--- src/rtl/chg_irq_pkg.sv ---
package chg_irq_pkg;
  localparam int NSRC = 6;

  localparam int SRC_ATTACH = 0;
  localparam int SRC_OVERV  = 1;
  localparam int SRC_REVCUR = 2;
  localparam int SRC_SHORT  = 3;
  localparam int SRC_CCCV   = 4;
  localparam int SRC_LOWCUR = 5;

  // edge rules: which sense transitions raise a pending bit
  localparam logic [NSRC-1:0] RISE_EN   = 6'b011111;
  localparam logic [NSRC-1:0] FALL_EN   = 6'b110011;
  localparam logic [NSRC-1:0] SENSE_RST = 6'b100000;

  localparam logic [1:0] ADR_PEND  = 2'd0;
  localparam logic [1:0] ADR_MASK  = 2'd1;
  localparam logic [1:0] ADR_SENSE = 2'd2;

  typedef struct packed {
    logic [NSRC-1:0] clrPend;
    logic            maskWe;
    logic [NSRC-1:0] maskVal;
  } ctrlStrb_t;

  function automatic int unsigned maxU(int unsigned a, int unsigned b);
    return (a > b) ? a : b;
  endfunction
endpackage

--- src/rtl/chg_irq_filter.sv ---
module chg_irq_filter #(
  parameter int   CW        = 8,
  parameter logic RST_LEVEL = 1'b0
) (
  input  logic          clk,
  input  logic          rstN,
  input  logic          tick,
  input  logic          rawIn,
  input  logic          forceOn,
  input  logic [CW-1:0] riseWin,
  input  logic [CW-1:0] fallWin,
  output logic          levelOut,
  output logic          riseEvt,
  output logic          fallEvt
);
  logic [CW-1:0] cntQ;
  logic          levelQ;
  logic [CW-1:0] winSel;
  logic [CW:0]   cntNext;
  logic          differ;
  logic          expire;

  always_comb begin
    differ  = (rawIn != levelQ);
    winSel  = rawIn ? riseWin : fallWin;
    cntNext = {1'b0, cntQ} + 1'b1;
    expire  = differ && !forceOn &&
              ((winSel == '0) || (tick && (cntNext >= {1'b0, winSel})));
  end

  always_ff @(posedge clk or negedge rstN) begin
    if (!rstN) begin
      levelQ <= RST_LEVEL;
      cntQ   <= '0;
    end else if (forceOn) begin
      levelQ <= 1'b1;
      cntQ   <= '0;
    end else if (!differ) begin
      cntQ <= '0;
    end else if (expire) begin
      levelQ <= rawIn;
      cntQ   <= '0;
    end else if (tick) begin
      cntQ <= cntNext[CW-1:0];
    end
  end

  assign levelOut = levelQ;
  assign riseEvt  = expire && rawIn;
  assign fallEvt  = expire && !rawIn;

  // the level moves only after the raw flag disagreed with it
  assert_level_needs_differ_R2: assert property (@(posedge clk) disable iff (!rstN)
    !$stable(levelQ) |-> ($past(differ) || $past(forceOn)));

  // a non-forced change needs a tick unless the window is zero
  assert_level_needs_tick_R1: assert property (@(posedge clk) disable iff (!rstN)
    (!$stable(levelQ) && !$past(forceOn)) |-> ($past(tick) || ($past(winSel) == '0)));
endmodule

--- src/rtl/chg_irq_ctrl.sv ---
module chg_irq_ctrl
  import chg_irq_pkg::*;
(
  input  logic            wrEn,
  input  logic [1:0]      wrAddr,
  input  logic [NSRC-1:0] wrData,
  input  logic [1:0]      rdAddr,
  input  logic [NSRC-1:0] pendIn,
  input  logic [NSRC-1:0] maskIn,
  input  logic [NSRC-1:0] senseIn,
  output ctrlStrb_t       strb,
  output logic [NSRC-1:0] rdData
);
  always_comb begin
    strb.clrPend = (wrEn && (wrAddr == ADR_PEND)) ? wrData : '0;
    strb.maskWe  = wrEn && (wrAddr == ADR_MASK);
    strb.maskVal = wrData;
  end

  always_comb begin
    case (rdAddr)
      ADR_PEND:  rdData = pendIn;
      ADR_MASK:  rdData = maskIn;
      ADR_SENSE: rdData = senseIn;
      default:   rdData = '0;
    endcase
  end
endmodule

--- src/rtl/chg_irq_datapath.sv ---
module chg_irq_datapath
  import chg_irq_pkg::*;
#(
  parameter int unsigned ATTACH_WIN   = 32000,
  parameter int unsigned OV_RISE_WIN  = 7800,
  parameter int unsigned OV_FALL_WIN  = 0,
  parameter int unsigned REV_WIN      = 2900,
  parameter int unsigned SHORT_LO_WIN = 150,
  parameter int unsigned SHORT_HI_WIN = 2900,
  parameter int unsigned CCCV_WIN     = 2000000,
  parameter int unsigned LOWCUR_WIN   = 16000
) (
  input  logic            clk,
  input  logic            rstN,
  input  logic            tick,
  input  logic [NSRC-1:0] flagIn,
  input  logic            regEnable,
  input  logic            shortThrSel,
  input  ctrlStrb_t       strb,
  output logic [NSRC-1:0] pendOut,
  output logic [NSRC-1:0] maskOut,
  output logic [NSRC-1:0] senseOut,
  output logic            irqOut
);
  localparam int unsigned WMAX = maxU(maxU(maxU(ATTACH_WIN, OV_RISE_WIN), maxU(OV_FALL_WIN, REV_WIN)),
                                      maxU(maxU(SHORT_LO_WIN, SHORT_HI_WIN), maxU(CCCV_WIN, LOWCUR_WIN)));
  localparam int CW = $clog2(WMAX + 1);

  logic [CW-1:0]   riseWin [NSRC];
  logic [CW-1:0]   fallWin [NSRC];
  logic [NSRC-1:0] riseEvt, fallEvt, evt, forceOn;
  logic [NSRC-1:0] pendQ, maskQ;

  always_comb begin
    riseWin[SRC_ATTACH] = CW'(ATTACH_WIN);
    fallWin[SRC_ATTACH] = CW'(ATTACH_WIN);
    riseWin[SRC_OVERV]  = CW'(OV_RISE_WIN);
    fallWin[SRC_OVERV]  = CW'(OV_FALL_WIN);
    riseWin[SRC_REVCUR] = CW'(REV_WIN);
    fallWin[SRC_REVCUR] = CW'(REV_WIN);
    riseWin[SRC_SHORT]  = shortThrSel ? CW'(SHORT_HI_WIN) : CW'(SHORT_LO_WIN);
    fallWin[SRC_SHORT]  = shortThrSel ? CW'(SHORT_HI_WIN) : CW'(SHORT_LO_WIN);
    riseWin[SRC_CCCV]   = CW'(CCCV_WIN);
    fallWin[SRC_CCCV]   = CW'(CCCV_WIN);
    riseWin[SRC_LOWCUR] = CW'(LOWCUR_WIN);
    fallWin[SRC_LOWCUR] = CW'(LOWCUR_WIN);
  end

  for (genvar i = 0; i < NSRC; i++) begin : g_src
    assign forceOn[i] = (i == SRC_LOWCUR) ? !regEnable : 1'b0;

    chg_irq_filter #(
      .CW        (CW),
      .RST_LEVEL (SENSE_RST[i])
    ) u_filter (
      .clk      (clk),
      .rstN     (rstN),
      .tick     (tick),
      .rawIn    (flagIn[i]),
      .forceOn  (forceOn[i]),
      .riseWin  (riseWin[i]),
      .fallWin  (fallWin[i]),
      .levelOut (senseOut[i]),
      .riseEvt  (riseEvt[i]),
      .fallEvt  (fallEvt[i])
    );
  end

  assign evt = (riseEvt & RISE_EN) | (fallEvt & FALL_EN);

  always_ff @(posedge clk or negedge rstN) begin
    if (!rstN) begin
      pendQ <= '0;
      maskQ <= '1;
    end else begin
      pendQ <= (pendQ & ~strb.clrPend) | evt;
      if (strb.maskWe) maskQ <= strb.maskVal;
    end
  end

  assign pendOut = pendQ;
  assign maskOut = maskQ;
  assign irqOut  = |(pendQ & ~maskQ);

  for (genvar b = 0; b < NSRC; b++) begin : g_chk
    // a pending bit is only raised by a qualifying filtered edge
    assert_pend_set_cause_R3: assert property (@(posedge clk) disable iff (!rstN)
      $rose(pendQ[b]) |-> $past(evt[b]));
    // a pending bit drops only on a clear with no same-cycle event
    assert_pend_clear_cause_R7: assert property (@(posedge clk) disable iff (!rstN)
      $fell(pendQ[b]) |-> ($past(strb.clrPend[b]) && !$past(evt[b])));
  end

  // masks change only through a mask write
  assert_mask_write_only_R9: assert property (@(posedge clk) disable iff (!rstN)
    !$stable(maskQ) |-> $past(strb.maskWe));

  // a request always has something pending behind it
  assert_irq_has_pend_R10: assert property (@(posedge clk) disable iff (!rstN)
    irqOut |-> (pendQ != '0));
endmodule

--- src/rtl/chg_irq_top.sv ---
module chg_irq_top
  import chg_irq_pkg::*;
#(
  parameter int unsigned ATTACH_WIN   = 32000,
  parameter int unsigned OV_RISE_WIN  = 7800,
  parameter int unsigned OV_FALL_WIN  = 0,
  parameter int unsigned REV_WIN      = 2900,
  parameter int unsigned SHORT_LO_WIN = 150,
  parameter int unsigned SHORT_HI_WIN = 2900,
  parameter int unsigned CCCV_WIN     = 2000000,
  parameter int unsigned LOWCUR_WIN   = 16000
) (
  input  logic       clk,
  input  logic       rstN,
  input  logic       tick,
  input  logic [5:0] flagIn,
  input  logic       regEnable,
  input  logic       shortThrSel,
  input  logic       wrEn,
  input  logic [1:0] wrAddr,
  input  logic [5:0] wrData,
  input  logic [1:0] rdAddr,
  output logic [5:0] rdData,
  output logic       irqOut
);
  ctrlStrb_t       strb;
  logic [NSRC-1:0] pendW, maskW, senseW;

  chg_irq_ctrl u_ctrl (
    .wrEn    (wrEn),
    .wrAddr  (wrAddr),
    .wrData  (wrData),
    .rdAddr  (rdAddr),
    .pendIn  (pendW),
    .maskIn  (maskW),
    .senseIn (senseW),
    .strb    (strb),
    .rdData  (rdData)
  );

  chg_irq_datapath #(
    .ATTACH_WIN   (ATTACH_WIN),
    .OV_RISE_WIN  (OV_RISE_WIN),
    .OV_FALL_WIN  (OV_FALL_WIN),
    .REV_WIN      (REV_WIN),
    .SHORT_LO_WIN (SHORT_LO_WIN),
    .SHORT_HI_WIN (SHORT_HI_WIN),
    .CCCV_WIN     (CCCV_WIN),
    .LOWCUR_WIN   (LOWCUR_WIN)
  ) u_dp (
    .clk         (clk),
    .rstN        (rstN),
    .tick        (tick),
    .flagIn      (flagIn),
    .regEnable   (regEnable),
    .shortThrSel (shortThrSel),
    .strb        (strb),
    .pendOut     (pendW),
    .maskOut     (maskW),
    .senseOut    (senseW),
    .irqOut      (irqOut)
  );
endmodule

--- config.mk ---
export PLATFORM = sky130hd
export DESIGN_NAME = chg_irq_top
export DESIGN_NICKNAME = d
export VERILOG_FILES = /design/src/rtl/chg_irq_pkg.sv /design/src/rtl/chg_irq_filter.sv /design/src/rtl/chg_irq_ctrl.sv /design/src/rtl/chg_irq_datapath.sv /design/src/rtl/chg_irq_top.sv
export SDC_FILE = /design/constraint.sdc
export NUM_CORES = 1
export LEC_CHECK = 0
export BUFFER_PORTS_ARGS = -buffer_cell sky130_fd_sc_hd__clkbuf_2
export CORE_MARGIN = 1
export CORE_UTILIZATION = 55
export DETAILED_ROUTE_END_ITERATION = 10
export PLACE_DENSITY = 0.73
export SLEW_MARGIN = 20
export SYNTH_ARGS = -nofsm -noshare
export SYNTH_HDL_FRONTEND = slang
export SYNTH_SLANG_ARGS = --single-unit
--- constraint.sdc ---
create_clock -name clk -period 3.1 [get_ports clk]
set_clock_uncertainty 0.05 [all_clocks]
set_input_delay 0.93 -clock clk [delete_from_list [all_inputs] [get_ports clk]]
set_output_delay 0.93 -clock clk [all_outputs]
set_load 0.02 [all_outputs]
* Word level (Yosys, flattened, before mapping)
Index checks and enable logic that the tools add are counted.
** Cells by class
- Add/sub/neg operators :: 6
- Magnitude comparators :: 6
- Equality and inequality tests :: 17
- Multiplexer cells :: 26
- Bitwise operators :: 6
- Reduce and logical (&&, ||, !) cells :: 41
** Operators with widths (count)
- two-way mux 21 bit :: 19
- adder 21 x 1 -> 22 bit (second input constant) :: 6
- logical NOT 21 bit :: 2
- logical AND 1 bit :: 24
- >= comparator 22 x 12 -> 1 bit (second input constant) :: 1
- >= comparator 22 x 13 -> 1 bit :: 1
- >= comparator 22 x 14 -> 1 bit (second input constant) :: 1
- >= comparator 22 x 15 -> 1 bit (second input constant) :: 1
- >= comparator 22 x 21 -> 1 bit :: 1
- >= comparator 22 x 21 -> 1 bit (second input constant) :: 1
- case mux 6 bit (3 select lines) :: 1
- inequality test 3 x 2 -> 1 bit (second input constant) :: 5
- two-way mux 13 bit :: 1
- AND 6 bit :: 2
- two-way mux 12 bit :: 1
- inverter 6 bit :: 2
- AND reduction 2 bit :: 6
- two-way mux 6 bit :: 1
- inequality test 1 bit :: 6
- OR 5 x 6 -> 6 bit :: 1
- OR 6 bit :: 1
- OR reduction 6 bit :: 1
- == test 2 x 1 -> 1 bit (second input constant) :: 2
- logical NOT 1 bit :: 4
- 6 further kinds :: 11
** Word-level totals
- Flip-flop bits (word level) :: 144
- Bits of input ports :: 22
- Output and inout port bits :: 7
- Word-level logic and storage cells :: 116

* Depth between registers and ports, before layout
- Depth in word-level cells :: 8
- Mapped depth :: 14
- Mapped depth without buffers :: 13

* By module
From an unflattened synthesis, not the netlist that was laid out.
** Unflattened totals
- Cell total of the unflattened synthesis :: 1535
- Area total of the unflattened synthesis :: 14086.0 sq um
** By module, submodules not included
- chg_irq_filter (u_dp.g_src[0].u_filter ...) :: instances 4, cells an instance 244, area each 2224.6 sq um, seq. area each 550.5 sq um
- chg_irq_filter (u_dp.g_src[2].u_filter) :: instances 1, cells an instance 245, area each 2232.1 sq um, seq. area each 550.5 sq um
- chg_irq_filter (u_dp.g_src[5].u_filter) :: instances 1, cells an instance 244, area each 2225.9 sq um, seq. area each 551.8 sq um
- chg_irq_datapath :: instances 1, cells an instance 42, area each 491.7 sq um, seq. area each 307.8 sq um
- chg_irq_ctrl :: instances 1, cells an instance 28, area each 237.7 sq um, seq. area each 0.0 sq um

* Worst setup path after synthesis
OpenSTA, ideal clock, no wires.
- Path type :: flip-flop to flip-flop
- Start point :: register u_dp.g_src[1].u_filter.cntQ[0]
- End point :: register u_dp.g_src[1].u_filter.cntQ[8]
- Setup time :: 78 ps
- Arrival time :: 3062 ps
- Required time :: 2972 ps
- Slack :: -90 ps
- Stages on the path, launching flop included :: 15
- Buffers on the path :: 1
- Clock period less this slack :: 3190 ps
- Cell sequence :: dfrtp_1 ha_1 nand3_1 nor3_1 nand3_1 xnor2_1 ha_1 nand3_1 nor2_1 o21a_1 nor4_1 o2111ai_1 clkbuf_1 o21ai_0 o2bb2ai_1
** Between the ends
- Longest elaborated chain between the ends :: 7
- Elaborated cells between the ends (all ways) :: 9
- Classes of those cells :: 1 x add/sub; 1 x order compare; 1 x eq/ne; 3 x mux; 3 x reduce/logical
** RTL lines
- from (decl) :: RTL line chg_irq_filter.sv:16 : logic [CW-1:0] cntQ;
- from (signal assigned) :: RTL line chg_irq_filter.sv:44 : cntQ <= cntNext[CW-1:0];
- adder 21 x 1 -> 22 bit (*) :: RTL line chg_irq_filter.sv:26 : cntNext = {1'b0, cntQ} + 1'b1;
- >= comparator 22 x 13 -> 1 bit :: RTL line chg_irq_filter.sv:28 : ((winSel == '0) || (tick && (cntNext >= {1'b0, winSel})));
- logical AND 1 bit :: RTL line chg_irq_filter.sv:28
- logical OR 1 bit :: RTL line chg_irq_filter.sv:28
- logical AND 1 bit :: RTL line chg_irq_filter.sv:27 : expire = differ && !forceOn &&
- two-way mux 21 bit :: RTL line chg_irq_filter.sv:40 : end else if (expire) begin
- two-way mux 21 bit :: RTL line chg_irq_filter.sv:38 : end else if (!differ) begin
Every way passes the cells marked *; elsewhere a longest branch is shown, timed or not. The select of a mux whose other input is x is not followed.
A chain may end at the register's enable or synchronous reset.

* Worst setup path after layout
- Start point :: register u_dp.g_src[1].u_filter.cntQ[9]
- End point :: register u_dp.g_src[1].u_filter.cntQ[1]
** Between the ends
- Longest elaborated chain between the ends :: 7
- Elaborated cells between the ends (all ways) :: 8
- Classes of those cells :: 1 x add/sub; 1 x order compare; 1 x eq/ne; 2 x mux; 3 x reduce/logical
** RTL lines (RTL line)
- adder 21 x 1 -> 22 bit (*) :: chg_irq_filter.sv:26
- >= comparator 22 x 13 -> 1 bit (*) :: chg_irq_filter.sv:28
- logical AND 1 bit (*) :: chg_irq_filter.sv:28
- logical OR 1 bit (*) :: chg_irq_filter.sv:28
- logical AND 1 bit (*) :: chg_irq_filter.sv:27
- two-way mux 21 bit :: chg_irq_filter.sv:40
- two-way mux 21 bit :: chg_irq_filter.sv:38
Every way passes the cells marked *; elsewhere a longest branch is shown, timed or not.

==> impl_metrics.yaml <==
clocking:
  tritoncts_clock_tree: "done"
  cts_buffers: 17
  clk_transition_reported_paths_ns: 0.06
  clock_insertion_delay_worst_skew_ns: 0.43
  cts_root_buf: "sky130_fd_sc_hd__clkbuf_16"
  clock_sink_count: 144
  holdBufCountCts: 0
  cts_max_level: 4
  clock_tree.buffer_depth: 2
finish:
  nNetsFinal: 1123
  post_route_cells_drive_above_1_share_pct: 20.04
  layout.filler_cells: 1270
  multiInputGateArea_mm2: 0.005192
  layout.area.seq_mm2: 0.003621
  area_delta_synth_final_pct: 18.24
  stdcell_count: 1305
route:
  viasPerCell: 6.026
  drt-initial-drc-count: 552
  remaining_drc_errors: 0
  detailroute.via_count: 7864
  detailedRoute.firstPassIterationCount: 5
  routed_wire_length_per_instance_um: 16.27
  final_antenna_violating_net_count: 0
  detail_route.wirelength_mm: 21.24
floorplanning:
  floorplan.initialDensity_pct: 56.40
  design.core.area_mm2: 0.01589
  std_cell_rows: 46
  die_area_mm2: 0.01681
  dieWidth_um: 129.6
  die_h_um: 129.6
  pin_count: 29
pwr:
  vdd_drop_max_mv: 0.4166
  power.static_leakage_uw: 0.004784
  power.density_mw_per_mm2: 431.5
  total_power_of_the_final_layout_uw: 4571
synth:
  netlist_area_mm2: 0.008960
  synth_enable_flop_cells: 0
  synth-compound-area-share_pct: 16.06
  yosys.area_share.adder_pct: 3.631
  synth.yosys.warnings: 0
  synth_xor_xnor_area_share_pct: 4.203
  synth.area.mux_share_pct: 4.566
  synth.net_count: 1048
  synth_top_family_by_area: "simple AND/OR/NAND/NOR gates"
  syn_inst: 1000
  netlist-cell-type-count: 76
  synth_simple_gate_area_share_pct: 27.37
  synth_sequential_area_ratio_pct: 40.32
  postSynthRegisterBits: 144
  synthesis.area_per_instance_um2: 8.960
  async_reset_ff_share_pct: 100.0
  yosys_most_used_dff: "sky130_fd_sc_hd__dfrtp_1"
placement:
  numPortBuffers: 28
  dp_slack_ns: 0.04813
  gp_congestion: 0.8618
  placed_cells: 1256
  dpl.hpwl_mm: 14.52
outcome:
  outcome: "finished with violations"
  violated_checks: "negative setup slack"
setup_path:
  startpoint_type: "flop"
  worstPathCellList: "nand4_1 > nor3_2 > nand2_1 > xnor2_2 > ha_1 > a21o_1 > a21oi_2 > nand2_2 > nor4_4 > buf_4 > o211a_1 > a32o_1"
  critPathKind: "flop to flop"
  slowest_delay_ns: 0.38
  worst_setup_path_end_kind: "flop"
  slowest_stage: "sky130_fd_sc_hd__dfrtp_1"
  crit_required_ns: 3.41
  crit_fanout: 8
  worst_ep_arrival_time_ns: 3.43
grt:
  grt_pass1_wl_mm: 35.16
  first_global_vias: 7316
  largest_net_degree_at_the_start_of_global_routing: 60
  gr-usage-all-layers_pct: 26.34
  globalRouteOverflowTotal: 0
  grt_antenna_before_repair: 1
sta:
  tightest_pin_transition_ns: 0.8128
  timing.final.hold_violations: 0
  worst_case_headroom_to_the_max_slew_limit_pct: 45.76
  post_route_clock_period_utilization_pct: 100.7
  setup_violations: 5
  finalMaxSlewViolations: 0
  max_freq_ghz: 0.3204
  finalCriticalPeriod_ns: 3.121
  final.setup.worst_slack_ns: -0.02106
run:
  max_cap_viol_count: 0
worst_hold_path:
  hold_path.class: "input port to async pin"
per-stage QoR:
step | hold WS [ns] | area (um2) | util, % | setup TNS [ns]
global placement | 0.4441 | 9639 | 60.68 | 0
global route | 0.4757 | 10590 | 66.69 | -1.039
detailed placement | 0.4435 | 9646 | 60.72 | 0
CTS | 0.4440 | 10290 | 64.76 | 0
finish | 0.4328 | 10590 | 66.69 | -0.05337
floorplan | 0.4110 | 8965 | - | 0
critical path: cells and delay by family (launching register included):
| kind | cells | cell delay (ns) |
|---|---|---|
| adder cells (fa/ha/maj) | 1 | 0.33 |
| XOR/XNOR | 1 | 0.18 |
| buffers and inverters | 1 | 0.16 |
| AO/OA/AOI/OAI | 4 | 0.88 |
| flip-flops | 1 | 0.38 |
| AND/OR/NAND/NOR | 5 | 1.08 |
report_power, final:
part	total (uW)	internal (uW)	switching (uW)
Clock	2210	1390	815
Combinational	398	143	255
Sequential	1970	1930	36.9
Total	4570	3460	1110
cells in the mapped netlist (all sizes together), types with 28 or more instances:
library cell,n,area [um2]
dfrtp,137,3428
nand2,124,468.0
nand3,64,330.3
o21ai,64,320.3
nor2,48,180.2
and3,43,269.0
inv,36,135.1
nand4,35,261.5
a21oi,33,165.2
nor3,33,180.2
clkbuf,32,122.6
and2,28,175.2
state kept, by name, indices dropped and copies added (netlist names):
signal                        flops
u_dp.g_src.u_filter.cntQ        126
u_dp.g_src.u_filter.levelOut      6
u_dp.maskOut                      6
u_dp.pendOut                      6
placed cells by master, fill, tap and decap left out, types with 12 or more instances in the layout:
master and n:
sky130_fd_sc_hd__a21o_1 14, sky130_fd_sc_hd__a21oi_1 31, sky130_fd_sc_hd__a31oi_1 13, sky130_fd_sc_hd__a32o_1 12, sky130_fd_sc_hd__and2_1 28, sky130_fd_sc_hd__and3_1 43, sky130_fd_sc_hd__buf_4 73, sky130_fd_sc_hd__clkbuf_16 17
sky130_fd_sc_hd__clkbuf_2 27, sky130_fd_sc_hd__dfrtp_1 130, sky130_fd_sc_hd__ha_1 25, sky130_fd_sc_hd__inv_1 36, sky130_fd_sc_hd__mux2i_1 27, sky130_fd_sc_hd__nand2_1 122, sky130_fd_sc_hd__nand3_1 58, sky130_fd_sc_hd__nand4_1 31
sky130_fd_sc_hd__nor2_1 46, sky130_fd_sc_hd__nor3_1 28, sky130_fd_sc_hd__o21ai_0 50, sky130_fd_sc_hd__o21ai_1 12, sky130_fd_sc_hd__xnor2_1 21, sky130_fd_sc_hd__xor2_1 15
routing by layer:
| layer | GRT usage [%] | vias up | part of all wire, % |
|---|---|---|---|
| li1 | - | 3834 | - |
| met5 | 0 | - | 0 |
| met4 | 9.713 | 0 | 2.5 |
| met2 | 42.59 | 200 | 47 |
| met1 | 35.27 | 3792 | 45 |
| met3 | 4.955 | 38 | 4.7 |
timing repair:
action	in CTS	in global routing
pin swaps	0	15
gates cloned	0	1
gates resized for setup	2	55
buffers inserted	0	15
endpoints found under the setup margin	7	46
path summary, 6_finish.rpt:
check / slack [ns] / cells after the start / endpoint / from
setup / recovery: -0.02 / 12 / u_dp.g_src[1].u_filter.cntQ[1] / u_dp.g_src[1].u_filter.cntQ[9]
hold / removal: 0.43 / 1 / u_dp.g_src[3].u_filter.cntQ[8] / rstN
setup reg to reg: -0.02 / 12 / u_dp.g_src[1].u_filter.cntQ[1] / u_dp.g_src[1].u_filter.cntQ[9]
hold reg to reg: 0.45 / 2 / u_dp.pendOut[5] / u_dp.pendOut[5]
max in group asynchronous: 1.85 / 2 / u_dp.maskOut[1] / rstN
min in group clk: 0.45 / 2 / u_dp.pendOut[5] / u_dp.pendOut[5]
cell type report:
class	count	area share [%]
diodes	1	0.02362
clock buffers	19	4.275
clock inverters	13	1.724
inverters	36	1.276
multi-input cells	772	49.01
flip-flops and latches	144	34.18
well taps	216	2.551
repair buffers	104	6.956
cell families (layout without fill, tap and decap cells):
logic type / after synthesis / count (layout)
buf+inv: 84 / 172
mux: 39 / 39
xor+xnor: 43 / 43
fa+ha+maj: 26 / 26
other cells: 0 / 1
flops: 144 / 144
simple gates: 453 / 453
compound gates: 211 / 211
Power figures use the tool's default switching activity.
